==> config.mk <==
export PLATFORM = sky130hd
export DESIGN_NAME = pm_clk_ctrl
export DESIGN_NICKNAME = d
export VERILOG_FILES = /design/src/rtl/pmclk_pkg.sv /design/src/rtl/pmclk_regs.sv /design/src/rtl/pmclk_postscale.sv /design/src/rtl/pmclk_fsm.sv /design/src/rtl/pm_clk_ctrl.sv
export SDC_FILE = /design/constraint.sdc
export NUM_CORES = 1
export LEC_CHECK = 0
export CORE_ASPECT_RATIO = 1.25
export CORE_MARGIN = 3
export CORE_UTILIZATION = 27
export DETAILED_ROUTE_END_ITERATION = 10
export PLACE_DENSITY = 0.53
export SLEW_MARGIN = 20
export SYNTH_ARGS = -nofsm -noshare
export SYNTH_HDL_FRONTEND = slang
export SYNTH_HIERARCHICAL = 1
export SYNTH_SLANG_ARGS = --single-unit
==> constraint.sdc <==
create_clock -name clk -period 2.2 [get_ports clk]
set_input_delay 0.22 -clock clk [delete_from_list [all_inputs] [get_ports clk]]
set_output_delay 0.22 -clock clk [all_outputs]
set_load 0.03 [all_outputs]
==> src/rtl/pmclk_pkg.sv <==
package pmclk_pkg;

    typedef enum logic [1:0] {
        SRC_PRI = 2'b00,
        SRC_SEC = 2'b01,
        SRC_INT = 2'b10
    } src_e;

    typedef enum logic [1:0] {
        ST_WAIT = 2'b00,
        ST_DROP = 2'b01,
        ST_RUN  = 2'b10
    } sw_state_e;

    function automatic src_e decode_sel(input logic [1:0] f);
        if (f[1])
            return SRC_INT;
        else if (f[0])
            return SRC_SEC;
        else
            return SRC_PRI;
    endfunction

endpackage

==> src/rtl/pmclk_regs.sv <==
module pmclk_regs #(
    parameter int SEL_W  = 2,
    parameter int FREQ_W = 3
) (
    input  logic              clk,
    input  logic              rst_n,
    input  logic              wr_en_i,
    input  logic [SEL_W-1:0]  wr_src_i,
    input  logic [FREQ_W-1:0] wr_freq_i,
    input  logic              wr_idle_i,
    output logic [SEL_W-1:0]  src_o,
    output logic [FREQ_W-1:0] freq_o,
    output logic              idle_o
);

    logic [SEL_W-1:0]  src_q;
    logic [FREQ_W-1:0] freq_q;
    logic              idle_q;

    always_ff @(posedge clk or negedge rst_n) begin
        if (!rst_n) begin
            src_q  <= '0;
            freq_q <= '0;
            idle_q <= 1'b0;
        end else if (wr_en_i) begin
            src_q  <= wr_src_i;
            freq_q <= wr_freq_i;
            idle_q <= wr_idle_i;
        end
    end

    assign src_o  = src_q;
    assign freq_o = freq_q;
    assign idle_o = idle_q;


    src_reset_clear_chk: assert property (@(posedge clk) disable iff (!rst_n)
        !$past(rst_n) |-> (src_q == '0 && freq_q == '0));

endmodule

==> src/rtl/pmclk_postscale.sv <==
module pmclk_postscale #(
    parameter int FREQ_W = 3
) (
    input  logic              clk,
    input  logic              rst_n,
    input  logic [FREQ_W-1:0] freq_i,
    input  logic              lf_tick_i,
    output logic              tick_o
);

    localparam int CODES  = 1 << FREQ_W;
    localparam int STAGES = CODES - 2;

    logic [STAGES-1:0] cnt_q;
    logic [CODES-1:0]  tap;

    always_ff @(posedge clk or negedge rst_n) begin
        if (!rst_n)
            cnt_q <= '0;
        else
            cnt_q <= cnt_q + 1'b1;
    end

    assign tap[0]       = lf_tick_i;
    assign tap[CODES-1] = 1'b1;

    generate
        for (genvar g = 1; g <= STAGES; g++) begin : g_tap
            assign tap[g] = &cnt_q[STAGES-g:0];
        end
    endgenerate

    assign tick_o = tap[freq_i];


    no_back_to_back_chk: assert property (@(posedge clk) disable iff (!rst_n)
        (tick_o && $past(tick_o)) |->
        (freq_i == '1 || freq_i == '0 || $past(freq_i) != freq_i));

endmodule

==> src/rtl/pmclk_fsm.sv <==
module pmclk_fsm
    import pmclk_pkg::*;
#(
    parameter int FREQ_W = 3
) (
    input  logic              clk,
    input  logic              rst_n,
    input  logic              sleep_req_i,
    input  logic              wake_req_i,
    input  logic [1:0]        src_sel_i,
    input  logic              sec_en_i,
    input  logic              idle_i,
    input  logic [FREQ_W-1:0] freq_i,
    input  logic              pri_rdy_i,
    input  logic              sec_rdy_i,
    input  logic              int_rdy_i,
    input  logic              pri_tick_i,
    input  logic              sec_tick_i,
    input  logic              int_tick_i,
    output logic              cpu_tick_o,
    output logic              per_tick_o,
    output logic              stat_pri_o,
    output logic              stat_int_o,
    output logic              stat_sec_o,
    output logic [1:0]        active_o
);

    sw_state_e state_q;
    src_e      active_q;
    src_e      want;
    src_e      tgt;
    logic      pm_q;
    logic      src_rdy;
    logic      src_tick;
    logic      running;

    always_comb begin
        want = decode_sel(src_sel_i);
        tgt  = (want == SRC_SEC && !sec_en_i) ? active_q : want;
        unique case (active_q)
            SRC_PRI: begin src_rdy = pri_rdy_i; src_tick = pri_tick_i; end
            SRC_SEC: begin src_rdy = sec_rdy_i; src_tick = sec_tick_i; end
            default: begin src_rdy = int_rdy_i; src_tick = int_tick_i; end
        endcase
    end

    always_ff @(posedge clk or negedge rst_n) begin
        if (!rst_n) begin
            state_q  <= ST_WAIT;
            active_q <= SRC_PRI;
        end else begin
            unique case (state_q)
                ST_WAIT: if (src_rdy) state_q <= ST_RUN;
                ST_DROP: state_q <= ST_WAIT;
                ST_RUN: begin
                    if (sleep_req_i && tgt != active_q) begin
                        active_q <= tgt;
                        state_q  <= ST_DROP;
                    end
                end
                default: state_q <= ST_WAIT;
            endcase
        end
    end

    always_ff @(posedge clk or negedge rst_n) begin
        if (!rst_n)
            pm_q <= 1'b0;
        else if (sleep_req_i && state_q == ST_RUN)
            pm_q <= 1'b1;
        else if (wake_req_i)
            pm_q <= 1'b0;
    end

    always_comb begin
        running    = (state_q == ST_RUN);
        cpu_tick_o = running && src_tick && !pm_q;
        per_tick_o = running && src_tick && (!pm_q || idle_i);
        stat_pri_o = running && active_q == SRC_PRI && pri_rdy_i;
        stat_sec_o = running && active_q == SRC_SEC && sec_rdy_i;
        stat_int_o = running && active_q == SRC_INT && int_rdy_i && freq_i != '0;
        active_o   = active_q;
    end


    status_excl_chk: assert property (@(posedge clk) disable iff (!rst_n)
        $onehot0({stat_pri_o, stat_int_o, stat_sec_o}));


    commit_on_sleep_chk: assert property (@(posedge clk) disable iff (!rst_n)
        (active_q != $past(active_q)) |-> ($past(sleep_req_i) && $past(state_q) == ST_RUN));


    drop_then_wait_chk: assert property (@(posedge clk) disable iff (!rst_n)
        (state_q == ST_DROP) |=> (state_q == ST_WAIT && !per_tick_o));


    sec_reject_chk: assert property (@(posedge clk) disable iff (!rst_n)
        (state_q == ST_RUN && sleep_req_i && !sec_en_i && src_sel_i == 2'b01)
        |=> (active_q == $past(active_q)));

endmodule

==> src/rtl/pm_clk_ctrl.sv <==
module pm_clk_ctrl #(
    parameter int FREQ_W = 3
) (
    input  logic              clk,
    input  logic              rst_n,
    input  logic              wr_en,
    input  logic [1:0]        wr_src,
    input  logic [FREQ_W-1:0] wr_freq,
    input  logic              wr_idle,
    input  logic              sec_osc_en,
    input  logic              sleep_req,
    input  logic              wake_req,
    input  logic              pri_tick,
    input  logic              pri_rdy,
    input  logic              sec_tick,
    input  logic              sec_rdy,
    input  logic              lf_tick,
    input  logic              int_rdy,
    output logic              cpu_tick,
    output logic              per_tick,
    output logic              stat_pri,
    output logic              stat_int,
    output logic              stat_sec,
    output logic [1:0]        active_src
);

    logic [1:0]        src_sel;
    logic [FREQ_W-1:0] freq_sel;
    logic              idle_en;
    logic              int_tick;
    logic              int_ready;

    pmclk_regs #(.SEL_W(2), .FREQ_W(FREQ_W)) u_regs (
        .clk       (clk),
        .rst_n     (rst_n),
        .wr_en_i   (wr_en),
        .wr_src_i  (wr_src),
        .wr_freq_i (wr_freq),
        .wr_idle_i (wr_idle),
        .src_o     (src_sel),
        .freq_o    (freq_sel),
        .idle_o    (idle_en)
    );

    pmclk_postscale #(.FREQ_W(FREQ_W)) u_post (
        .clk       (clk),
        .rst_n     (rst_n),
        .freq_i    (freq_sel),
        .lf_tick_i (lf_tick),
        .tick_o    (int_tick)
    );

    assign int_ready = (freq_sel == '0) || int_rdy;

    pmclk_fsm #(.FREQ_W(FREQ_W)) u_fsm (
        .clk         (clk),
        .rst_n       (rst_n),
        .sleep_req_i (sleep_req),
        .wake_req_i  (wake_req),
        .src_sel_i   (src_sel),
        .sec_en_i    (sec_osc_en),
        .idle_i      (idle_en),
        .freq_i      (freq_sel),
        .pri_rdy_i   (pri_rdy),
        .sec_rdy_i   (sec_rdy),
        .int_rdy_i   (int_ready),
        .pri_tick_i  (pri_tick),
        .sec_tick_i  (sec_tick),
        .int_tick_i  (int_tick),
        .cpu_tick_o  (cpu_tick),
        .per_tick_o  (per_tick),
        .stat_pri_o  (stat_pri),
        .stat_int_o  (stat_int),
        .stat_sec_o  (stat_sec),
        .active_o    (active_src)
    );

endmodule

==> flow_summary.ini, run 1 <==
[status]
outcome = finished, violations left
violations = setup timing

[clock_tree]
clk_latency_ns = 0.29
cts_hold_buf = 0
path_clk_slew_ns = 0.10
cts_buffer_depth = 2
cts_buffers = 3
cts_tree = built
cts_max_level = 1
cts-root-buf = clkbuf_4
clock_sinks = 17

[global_route]
grt_pass1_vias = 722
gr-total-overflow = 0
grt_max_degree = 18
antenna_found_initial = 0
grt_pass1_wl_um = 3100
grt_usage_pct = 9.56

[critical_path]
rrSetupSlack_ns = 0.68
critPathLaunchType = register
crit_start = u_post/cnt_q[0]
path_common_cell = nand2_1
path_class = register to output pin
critPathBufInv = 1
endpoint = cpu_tick
crit_required_ns = 1.98
timing.rr.start = u_regs/freq_o[1]
cp_num_cells = 11
crit_chain = ha_2 > and3_4 > ha_4 > mux2_4 > a21oi_2 > a22oi_1 > nand2_1 > o21ai_1 > nand2_1 > nor2_1 > buf_4
cp_max_fo = 2
r2r-end = u_fsm/state_q[1]
cp_slowest_cell = dfrtp_1
reg2reg_depth = 6
crit_family = flip-flops
cp.arrival_ns = 2.09
max_stage_delay_ns = 0.41
endpoint_kind = output pin

[floorplanning]
coreArea_um2 = 3080
start_util_pct = 29.4
io_pins = 25
fp.dieH_um = 70.8
die_x_um = 57.8
rows = 22
dieArea_um2 = 4090

[routing]
wl_um = 1850
drc_errors = 0
dr_total_vias = 713
firstDrtPassIters = 2
via_per_inst = 4.69
ant_nets = 0
wire_per_inst_um = 12.2
drt_iter0_drc = 3

[layout]
fillers = 315
drive_gt1_share_pct = 30.2
area_growth_pct = 43.9
nets = 138
finalNonFillerCells = 152
utilization_pct = 42.3
diodes = 0

[sta]
max_freq_ghz = 0.432
post-route-period-util_pct = 105
rsz0062_at_grt = yes
worstMarginPinSlew_ns = 0.753
finalSetupViolations = 2
fin_ws_ns = -0.115
slew_violations = 0
relSlewSlack_pct = 49.6
min_period_ns = 2.31
hold_viol = 0
skew_ns = 0.00425

[place]
gp_routability_congestion = 0.692
place_inst = 145
port_buffers = 24
hpwl_um = 1400

[synth]
ys_types = 35
syn_area_um2 = 906
syn_area_per_cell_um2 = 11.2
synth_fp_nets = 102
synth_cells = 81
ys_seq_elements = 17
yosys_warnings = 6
ys_seq_area_share_pct = 47.0

[pwr]
vdd_drop_max_v = 0.000451
p_leak_uw = 0.000606
p_per_area_nw_per_um2 = 817

[worst_hold_path]
hold_class = input port to asynchronous set/reset pin

[run]
cap_viol_max_count = 0
==> flip-flops by register name, summed over array words and instances, names as in the netlist <==
| name | flops |
|---|---|
| u_fsm/pm_q | 1 |
| u_regs/src_o | 2 |
| u_regs/idle_o | 1 |
| u_fsm/state_q | 2 |
| u_fsm/active_o | 2 |
| u_post/cnt_q | 6 |
| u_regs/freq_o | 3 |
==> worst register-to-register path, cell delays in order, from the launching register on <==
cell and delay [ns]:
dfrtp_1 0.47, buf_4 0.17, nor3_1 0.16, or2_1 0.13
nor2_1 0.04, a221o_1 0.33, a31oi_1 0.14
==> power breakdown <==
part           leakage, uW  total (uW)  switching, uW  internal [uW]
registers         0.000201         436           71.8            365
logic             0.000390         463            235            227
clock network    0.0000150         166           95.2           70.4
total             0.000606        1060            402            662
==> final cells by class <==
type                            instances  area (um2)  share of cell area [%]
Clock buffer                            4        26.3                    2.02
Tap cell                               36        45.0                    3.45
Inverter                                5        18.8                    1.44
Sequential cell                        17         425                    32.6
Timing Repair Buffer                   34         312                    23.9
Multi-Input combinational cell         56         477                    36.6
==> cells in the mapped netlist <==
library cell	count	area share, %
a21o_2	1	0.97
a21oi_1	4	2.2
a21oi_2	2	1.9
a221o_1	1	1.1
a22o_1	1	0.97
a22oi_1	1	0.83
a31oi_1	1	0.69
and2_1	1	0.69
and2b_1	1	0.83
and3_1	2	1.4
and4b_1	1	1.1
buf_2	2	1.1
buf_6	1	1.2
dfrtp_1	17	47
ha_1	3	4.1
inv_1	5	2.1
mux2_1	1	1.2
mux2_2	1	1.2
mux2_4	6	9.9
mux2i_1	2	2.2
nand2_1	4	1.7
nand2b_1	2	1.4
nand2b_2	1	0.97
nand3_1	2	1.1
nor2_1	5	2.1
nor3_1	2	1.1
nor3b_1	1	0.83
o21ai_0	3	1.7
o22ai_1	1	0.69
o311ai_0	1	0.97
or2_1	1	0.69
or2b_1	1	0.83
or3_4	1	1.2
xnor2_1	1	0.97
xor2_1	1	0.97
==> through the flow <==
step / worst slack [ns] / area (um2) / TNS (ns) / hold slack, ns / total power (uW)
final: -0.115 / 1300 / -0.224 / 0.368 / 1060
after global routing: -0.212 / 1300 / -0.425 / 0.438 / 1130
after CTS: -0.124 / 1280 / -0.243 / 0.402 / 1080
after detailed placement: -0.353 / 1220 / -0.706 / 0.474 / 919
after global placement: -0.338 / 1220 / -0.675 / 0.467 / 912
after floorplan: 0.124 / 906 / 0 / -0.0756 / 736
==> cells in the final DEF, fill, tap and decap left out, drive strengths merged, types with 3 or more instances in the layout <==
master	instances
a21oi	6
ha	3
o21ai	3
dfrtp	17
nand2	4
inv	5
clkbuf	5
mux2	8
buf	12
nand2b	3
nor2	5
clkdlybuf4s50	20
==> kinds of logic after synthesis <==
| kind of cell | share of synthesized area, % |
|---|---|
| muxes | 14.6 |
| buffers and inverters | 4.42 |
| xor gates and xnor gates | 1.93 |
| DFF | 47.0 |
| and+or+nand+nor | 15.9 |
| AOI/OAI and AO/OA | 12.0 |
| adders and majority gates | 4.14 |
==> what timing repair did <==
item / CTS / global route
pin swaps: 6 / 0
buffers inserted: 1 / 2
endpoints found under the setup margin: 3 / 4
resized for setup: 22 / 4
==> how the worst min path moves through the flow <==
stage                          from                 to  slack, ns  cells past startpoint
global route                  rst_n    u_post/cnt_q[2]       0.44                      1
global placement    u_post/cnt_q[5]    u_post/cnt_q[5]       0.47                      1
detailed placement  u_post/cnt_q[5]    u_post/cnt_q[5]       0.47                      1
floorplan                     rst_n  u_fsm/active_o[0]      -0.08                      0
CTS                           rst_n    u_post/cnt_q[2]       0.40                      1
finish                        rst_n    u_post/cnt_q[3]       0.37                      1
==> metal layers <==
metal  vias to the layer above  routed length (um)  global-route usage, %
met3                         4                 126                   1.82
li1                        358                   -                      -
met2                        22                 841                   14.7
met5                         -                   0                      0
met1                       329                 859                   12.7
met4                         0                  26                   4.64
Note: power is estimated with default switching activity, not from simulation.
==> inputs of run 2 (changes only) <==
--- a/config.mk
+++ b/config.mk
@@ -8,8 +8,10 @@
 export CORE_ASPECT_RATIO = 1.25
 export CORE_MARGIN = 3
 export CORE_UTILIZATION = 27
+export CTS_CLUSTER_DIAMETER = 150
 export DETAILED_ROUTE_END_ITERATION = 10
 export PLACE_DENSITY = 0.53
+export RECOVER_POWER = 25
 export SLEW_MARGIN = 20
 export SYNTH_ARGS = -nofsm -noshare
 export SYNTH_HDL_FRONTEND = slang
==> run 2 against run 1 <==
The run still ends with setup timing left. Combinational power is essentially flat. Clock skew barely moved. First-iteration DRC count did not move. Register-to-register slack about the same. Final cell count is the same. Sequential share of layout area unchanged. Critical endpoint unchanged.
==> flow_summary.ini, run 2 (same netlist as run 1, synthesis figures left out) <==
[layout]
final_common_cell = clkdlybuf4s50_1
regArea_um2 = 425
area_growth_pct = 43.9
final_cell_mix = 19 x clkdlybuf4s50_1, 17 x dfrtp_1, 10 x buf_4, 7 x mux2_4
utilization_pct = 42.3
finalNonFillerCells = 152
largest-register = u_post/cnt_q
multi_input_area_um2 = 477
nets = 138
diodes = 0
fin_area_um2 = 1300
drive_gt1_share_pct = 30.2
fillers = 315
largest_reg_flops = 6

[global_route]
grt_usage_pct = 9.56
gr-total-overflow = 0
grt_pass1_wl_um = 3100
grt_max_degree = 18
antenna_found_initial = 0
grt_pass1_vias = 722

[sta]
relSlewSlack_pct = 49.5
min_period_ns = 2.31
tns_ns = -0.210
slew_violations = 0
rsz0062_at_grt = yes
hold_viol = 0
timing.hold.ws_ns = 0.435
post-route-period-util_pct = 105
max_freq_ghz = 0.433
worstMarginPinSlew_ns = 0.756
finalSetupViolations = 2
skew_ns = 0.00425
fin_ws_ns = -0.108

[status]
violations = setup timing
outcome = finished, violations left

[pwr]
p_per_area_nw_per_um2 = 816
p_int_uw = 662
power.switching_uw = 402
switching_share_pct = 37.8
pwr-share-clk_pct = 15.6
vdd_drop_max_v = 0.000451
p_seq_share_pct = 41.0
pwr-share-comb_pct = 43.4
p_leak_uw = 0.000606

[critical_path]
path_class = register to output pin
crit_required_ns = 1.98
cp.arrival_ns = 2.09
cp_max_fo = 2
critPathLaunchType = register
endpoint_kind = output pin

[worst_hold_path]
hold_class = input port to asynchronous set/reset pin

[place]
port_buffers = 24
hpwl_um = 1400
dpl_cell_area_um2 = 1220
gp_routability_congestion = 0.692
place_inst = 145

[clock_tree]
cts_buffers = 3
clock_sinks = 17
cts-root-buf = clkbuf_4
cts_max_level = 1
cts_hold_buf = 0
cts_buffer_depth = 2
clk_latency_ns = 0.29
path_clk_slew_ns = 0.10
cts_tree = built

[routing]
drc_errors = 0
firstDrtPassIters = 2
ant_nets = 0
wl_um = 1850
wire_per_inst_um = 12.2
dr_total_vias = 714
via_per_inst = 4.70
drt_iter0_drc = 3

[floorplanning]
die_x_um = 57.8
dieArea_um2 = 4090
fp.dieH_um = 70.8
io_pins = 25
rows = 22
coreArea_um2 = 3080
start_util_pct = 29.4

[run]
cap_viol_max_count = 0
[run 2: changes by cell type in the layout (fill, tap and decap cells not counted), sizes merged]
cell | previous run | this run
dlygate4sd3 | 0 | 1
buf | 12 | 11
clkdlybuf4s50 | 20 | 19
clkbuf | 5 | 6
[run 2: worst max-delay path, stage by stage (launching register included)]
cell and delay, ns:
dfrtp_1 0.40, ha_2 0.20, and3_4 0.18, ha_4 0.14
mux2_4 0.26, a21oi_2 0.11, a22oi_1 0.09, nand2_1 0.07
o21ai_1 0.06, nand2_1 0.09, nor2_1 0.05, buf_4 0.16
[run 2: repair_timing]
action,in CTS,in global routing
pin swaps,6,0
setup buffers,1,2
resized for setup,22,4
setup endpoints to repair,3,4
[run 2: layout make-up]
type                       count  share of cell area, %
inverter                       5                   1.44
tap                           36                   3.45
multi-input combinational     56                   36.6
clock buffer                   4                   2.02
timing repair buffer          34                   23.9
sequential                    17                   32.6
[run 2: path summary, 6_finish.rpt]
path	from	cells past startpoint	to	slack, ns
min reg2reg	u_post/cnt_q[5]	1	u_post/cnt_q[5]	0.48
min in group clk	u_post/cnt_q[5]	1	u_post/cnt_q[5]	0.48
max reg2reg	u_regs/freq_o[1]	6	u_fsm/state_q[1]	0.68
max	u_post/cnt_q[1]	11	cpu_tick	-0.11
max in group asynchronous	rst_n	1	u_fsm/state_q[1]	1.29
min	rst_n	1	u_post/cnt_q[3]	0.44
[run 2: layer usage]
layer	GRT usage [%]	vias up	routed length, um
met1	12.7	330	854
met5	0	-	0
met4	4.64	0	26
met2	14.7	22	839
li1	-	358	-
met3	1.82	4	126
[run 2: power groups by stage]
stage	combinational [uW]	sequential [uW]	clock (uW)
3_5_place_dp	473	445	0
3_3_place_gp	469	442	0
2_1_floorplan	295	441	0
6_report	462	436	166
4_1_cts	470	441	171
5_1_grt	502	449	181
[run 2: metrics by stage]
step	power, uW	worst slack [ns]
after floorplan	736	0.124
after global placement	912	-0.338
after detailed placement	919	-0.353
after CTS	1080	-0.124
after global routing	1130	-0.212
final	1060	-0.108
